[config.mk]
export PLATFORM = sky130hd
export DESIGN_NAME = hw_word_bridge
export DESIGN_NICKNAME = d
export VERILOG_FILES = /design/src/rtl/hwb_pkg.sv /design/src/rtl/hwb_decode.sv /design/src/rtl/hwb_hold.sv /design/src/rtl/hwb_rsp.sv /design/src/rtl/hw_word_bridge.sv
export SDC_FILE = /design/constraint.sdc
export NUM_CORES = 1
export LEC_CHECK = 0
export BUFFER_PORTS_ARGS = -buffer_cell sky130_fd_sc_hd__buf_2
export CAP_MARGIN = 5
export CORE_MARGIN = 10
export CORE_UTILIZATION = 47
export CTS_CLUSTER_SIZE = 16
export DETAILED_ROUTE_END_ITERATION = 7
export PLACE_DENSITY = 0.84
export REMOVE_ABC_BUFFERS = 1
export SLEW_MARGIN = 20
export SYNTH_ARGS = -nofsm -noshare
export SYNTH_HDL_FRONTEND = slang
export SYNTH_SLANG_ARGS = --single-unit
[constraint.sdc]
create_clock -name clk_i -period 1.9 [get_ports clk_i]
set_input_delay 0.19 -clock clk_i [delete_from_list [all_inputs] [get_ports clk_i]]
set_output_delay 0.19 -clock clk_i [all_outputs]
set_load 0.01 [all_outputs]
[src/rtl/hwb_pkg.sv]
package hwb_pkg;
  localparam logic [1:0] SIZE_HALF = 2'b01;

  typedef enum logic [2:0] {
    OP_IDLE,
    OP_BAD,
    OP_WR_LO,
    OP_WR_HI,
    OP_RD_LO,
    OP_RD_HI
  } hwb_op_e;
endpackage

[src/rtl/hwb_decode.sv]
module hwb_decode
  import hwb_pkg::*;
(
  input  logic       valid_i,
  input  logic       write_i,
  input  logic [1:0] size_i,
  input  logic       upper_i,
  output hwb_op_e    op_o
);
  always_comb begin
    op_o = OP_IDLE;
    if (valid_i) begin
      if (size_i != SIZE_HALF) op_o = OP_BAD;
      else if (write_i)        op_o = upper_i ? OP_WR_HI : OP_WR_LO;
      else                     op_o = upper_i ? OP_RD_HI : OP_RD_LO;
    end
  end
endmodule

[src/rtl/hwb_hold.sv]
module hwb_hold #(
  parameter int HALF_W = 16
) (
  input  logic              clk_i,
  input  logic              rst_ni,
  input  logic              wr_lo_i,
  input  logic [HALF_W-1:0] wr_data_i,
  input  logic              rd_lo_i,
  input  logic [HALF_W-1:0] rd_upper_i,
  output logic [HALF_W-1:0] wr_hold_o,
  output logic [HALF_W-1:0] rd_hold_o
);
  logic [HALF_W-1:0] wr_hold_q, rd_hold_q;

  always_ff @(posedge clk_i or negedge rst_ni) begin
    if (!rst_ni) begin
      wr_hold_q <= '0;
      rd_hold_q <= '0;
    end else begin
      if (wr_lo_i) wr_hold_q <= wr_data_i;
      if (rd_lo_i) rd_hold_q <= rd_upper_i;
    end
  end

  assign wr_hold_o = wr_hold_q;
  assign rd_hold_o = rd_hold_q;


  wr_hold_keep_chk: assert property (@(posedge clk_i) disable iff (!rst_ni)
    !wr_lo_i |=> $stable(wr_hold_q));

  rd_hold_keep_chk: assert property (@(posedge clk_i) disable iff (!rst_ni)
    !rd_lo_i |=> $stable(rd_hold_q));
endmodule

[src/rtl/hwb_rsp.sv]
module hwb_rsp #(
  parameter int HALF_W = 16
) (
  input  logic              clk_i,
  input  logic              rst_ni,
  input  logic              valid_i,
  input  logic              err_i,
  input  logic [HALF_W-1:0] data_i,
  output logic              valid_o,
  output logic              err_o,
  output logic [HALF_W-1:0] data_o
);
  always_ff @(posedge clk_i or negedge rst_ni) begin
    if (!rst_ni) begin
      valid_o <= 1'b0;
      err_o   <= 1'b0;
      data_o  <= '0;
    end else begin
      valid_o <= valid_i;
      err_o   <= valid_i & err_i;
      data_o  <= valid_i ? data_i : '0;
    end
  end


  rsp_follow_chk: assert property (@(posedge clk_i) disable iff (!rst_ni)
    valid_i |=> valid_o);

  err_zero_data_chk: assert property (@(posedge clk_i) disable iff (!rst_ni)
    err_o |-> data_o == '0);
endmodule

[src/rtl/hw_word_bridge.sv]
module hw_word_bridge
  import hwb_pkg::*;
#(
  parameter int ADDR_W = 8,
  parameter int HALF_W = 16
) (
  input  logic                clk_i,
  input  logic                rst_ni,
  input  logic                req_valid_i,
  input  logic                req_write_i,
  input  logic [1:0]          req_size_i,
  input  logic [ADDR_W-1:0]   req_addr_i,
  input  logic [HALF_W-1:0]   req_wdata_i,
  output logic                rsp_valid_o,
  output logic [HALF_W-1:0]   rsp_rdata_o,
  output logic                rsp_err_o,
  output logic                reg_we_o,
  output logic                reg_re_o,
  output logic [ADDR_W-1:0]   reg_addr_o,
  output logic [2*HALF_W-1:0] reg_wdata_o,
  input  logic [2*HALF_W-1:0] reg_rdata_i
);
  localparam int WORD_W = 2 * HALF_W;
  localparam logic [ADDR_W-1:0] UPPER_SEL = ADDR_W'(2);

  hwb_op_e           op;
  logic [HALF_W-1:0] wr_hold, rd_hold, rsp_data;

  hwb_decode u_decode (
    .valid_i (req_valid_i),
    .write_i (req_write_i),
    .size_i  (req_size_i),
    .upper_i (req_addr_i[1]),
    .op_o    (op)
  );

  hwb_hold #(.HALF_W(HALF_W)) u_hold (
    .clk_i      (clk_i),
    .rst_ni     (rst_ni),
    .wr_lo_i    (op == OP_WR_LO),
    .wr_data_i  (req_wdata_i),
    .rd_lo_i    (op == OP_RD_LO),
    .rd_upper_i (reg_rdata_i[WORD_W-1:HALF_W]),
    .wr_hold_o  (wr_hold),
    .rd_hold_o  (rd_hold)
  );

  assign reg_we_o    = (op == OP_WR_HI);
  assign reg_re_o    = (op == OP_RD_LO);
  assign reg_addr_o  = req_addr_i & ~UPPER_SEL;
  assign reg_wdata_o = {req_wdata_i, wr_hold};

  always_comb begin
    case (op)
      OP_RD_LO: rsp_data = reg_rdata_i[HALF_W-1:0];
      OP_RD_HI: rsp_data = rd_hold;
      default:  rsp_data = '0;
    endcase
  end

  hwb_rsp #(.HALF_W(HALF_W)) u_rsp (
    .clk_i   (clk_i),
    .rst_ni  (rst_ni),
    .valid_i (req_valid_i),
    .err_i   (op == OP_BAD),
    .data_i  (rsp_data),
    .valid_o (rsp_valid_o),
    .err_o   (rsp_err_o),
    .data_o  (rsp_rdata_o)
  );


  one_strobe_chk: assert property (@(posedge clk_i) disable iff (!rst_ni)
    $onehot0({reg_we_o, reg_re_o}));

  word_addr_chk: assert property (@(posedge clk_i) disable iff (!rst_ni)
    (reg_we_o || reg_re_o) |-> !reg_addr_o[1]);

  hi_read_snap_chk: assert property (@(posedge clk_i) disable iff (!rst_ni)
    (op == OP_RD_HI) |=> rsp_rdata_o == $past(rd_hold));

  bad_no_access_chk: assert property (@(posedge clk_i) disable iff (!rst_ni)
    (req_valid_i && req_size_i != SIZE_HALF) |-> !(reg_we_o || reg_re_o));
endmodule

==> impl_metrics.csv <==
group,metric,value,unit
run_status,status,"complete, no violations",
logic_synthesis,avgSynthCellArea,15.85,µm²
logic_synthesis,ys_seq_area_share,57.60,%
clock_network,cts_tree,"done",
timing,maxSlewViolCount,0,
timing,hold_slack,0.04431,ns
clock_network,post_cts_resized,0,
logic_synthesis,synth_simple_gate_area_share,2.823,%
placed_design,placed_cells,267,
setup_path,regToRegStartpoint,"u_hold.wr_hold_o[9]",
logic_synthesis,synth_compound_area_share,6.452,%
finish,layout_commonest_cell,"buf_2",
global_routing,grt_pass1_vias,1497,
timing,tightestPinTransition,0.7158,ns
floorplan,core_area,4414,µm²
placed_design,hpwlAfterDp,4147,µm
placed_design,gp_congestion,0.7549,
finish,drive_above_1_share,66.96,%
global_routing,met2_usage,21.36,%
global_routing,busiest_layer,"met2",
global_routing,grt_max_degree,34,
logic_synthesis,synth_top_family_by_area,"multiplexers",
power,switching_share,24.99,%
drt,via_count,1354,
power,powerDensity,965.4,nW/µm²
logic_synthesis,syn_area,2172,µm²
finish,antenna_cells,0,
power,power.internal,1.927,mW
global_routing,antenna_found_initial,0,
timing,fmax,780.3,MHz
drt,firstDrtPassIters,2,
timing,finalSetupViolations,0,
floorplan,die_area,7740,µm²
global_routing,grtUsageMet3,7.335,%
global_routing,grt_pass1_wl,7962,µm
timing,finalCritPeriodShare,67.45,%
power,p_leak,1.448,nW
setup_path,required,1.71,ns
clock_network,cts.sinks,50,
finish,nets,285,
drt,drt-wirelength-per-cell,19.01,µm
logic_synthesis,yosys_warnings,0,
logic_synthesis,synth-seq-cells,50,
power,ir_drop,343.9,µV
setup_path,reg2reg_to,"u_hold.wr_hold_o[9]",
finish,instances_no_fill,276,
drt,vias_per_cell,4.906,
worst_hold_path,min_path_cells,1,
floorplan,floorplan.rows,24,
timing,relSlewSlack,52.28,%
worst_hold_path,hold_start,"req_valid_i",
drt,drtIter0Drc,80,
drt,drc_errors,0,
floorplan,die_w,87.98,µm
setup_path,crit_arrival,1.09,ns
setup_path,rrSetupSlack,1.12,ns
clock_network,cts_root_buffer,"clkbuf_8",
clock_network,hold_buffers,1,
power,power,2.569,mW
setup_path,reg2reg_depth,1,
clock_network,post_cts_buffers,0,
timing,fin_crit,1.282,ns
timing,hold_viol,0,
clock_network,cts_made_buffers,5,
power,pwr-share-comb,19.9,%
setup_path,critical_path_class,"in -> out",
setup_path,crit_fanout,33,
logic_synthesis,synth.distinct_cells,15,
power,seq_power_share,51.2,%
setup_path,cp-end-kind,"output port",
logic_synthesis,netlist_instances,137,
global_routing,track_usage,13.37,%
placed_design,portBuffers,106,
logic_synthesis,synth-adder-area-share,0,%
flow_run,max-cap-violations,0,
clock_network,htreeDepth,2,
logic_synthesis,yosys.area_share.xor_xnor,0,%
global_routing,met1_usage,13.98,%
power,power.clock.fraction,28.9,%
worst_hold_path,min_to,"u_rsp.valid_o",
finish,area_delta_synth_final,22.52,%
drt,finalWirelength,5247,µm
clock_network,clkTransAtPathRegs,0.09,ns
clock_network,cts_buffer_depth,2,
drt,postRouteAntennaNets,0,
worst_hold_path,hold_path.class,"in -> reg",
finish,final_cell_mix,"buf_2 (106), dfrtp_1 (50), mux2_4 (23)",
logic_synthesis,muxShareOfSynthArea,20.56,%
clock_network,clk_latency,0.30,ns
floorplan,start_util,49.21,%
timing,fin_skew,0.007689,ns
floorplan,io_pins,122,
global_routing,overflow,0,
floorplan,die_h,87.98,µm
setup_path,start_kind,"primary input",
power,p_switching,642.1,µW
timing,rsz0062_at_grt,"no",
[flip-flops by register name, summed over array words and instances, names as in the netlist]
name / count
u_rsp.err_o: 1
u_rsp.data_o: 16
u_hold.rd_hold_o: 16
u_hold.wr_hold_o: 16
u_rsp.valid_o: 1
[kinds of logic after synthesis]
family	Yosys count
other	1
buffers and inverters	32
AOI/OAI and AO/OA	16
DFF	50
and+or+nand+nor	6
muxes	32
[through the flow]
step	setup WS [ns]	cell area, µm²	setup TNS [ns]	utilization (%)
after floorplan	-0.006891	1903	-0.02067	-
after global placement	0.5237	2541	0	57.57
after detailed placement	0.4949	2541	0	57.57
after CTS	0.6135	2661	0	60.29
after global routing	0.5599	2661	0	60.29
final	0.6185	2661	0	60.29
[routing by layer]
layer | vias up | part of all wire, %
met5 | - | 0
met4 | 0 | 1.5
met3 | 5 | 15
met2 | 86 | 46
met1 | 642 | 38
li1 | 621 | -
[layout make-up]
cell class              count  area [µm²]
clock buffers               6       72.57
clock inverters             2       37.54
fillers                   346        1753
multi-input cells          55       651.9
flip-flops and latches     50        1251
well taps                  52       65.06
repair buffers            111       583.1
[critical path, cell delays in order]
cell and delay (ns):
buf_2 0.09, nor2b_4 0.16, and4bb_1 0.25, buf_12 0.22
buf_2 0.17
[worst max path at each step]
stage / startpoint / endpoint / slack [ns] / depth (start not counted)
after global routing: req_size_i[0] / reg_re_o / 0.56 / 5
final: req_size_i[0] / reg_re_o / 0.62 / 5
after global placement: req_size_i[1] / u_hold.rd_hold_o[15] / 0.52 / 5
after detailed placement: req_size_i[1] / u_hold.rd_hold_o[15] / 0.49 / 5
after CTS: req_size_i[1] / reg_re_o / 0.61 / 5
after floorplan: req_size_i[0] / u_hold.rd_hold_o[0] / -0.007 / 3
[cells in the mapped netlist, drive strengths merged]
master  count  area (µm²)
clkbuf      1       5.000
dfrtp      50        1251
a22o       16       140.1
and4b       2       20.02
and4bb      1       12.51
nor2b       2       20.02
conb        1       3.750
buf        31       264.0
mux2       32       446.7
and4        1       8.760
[power by group through the flow]
stage / sequential, mW / combinational, mW / clock (mW)
final: 1.31 / 0.512 / 0.743
after global routing: 1.34 / 0.560 / 0.811
after CTS: 1.32 / 0.523 / 0.760
after detailed placement: 1.34 / 0.516 / 0
after global placement: 1.33 / 0.503 / 0
after floorplan: 1.37 / 0.223 / 0
(Power assumes the default switching activity.)
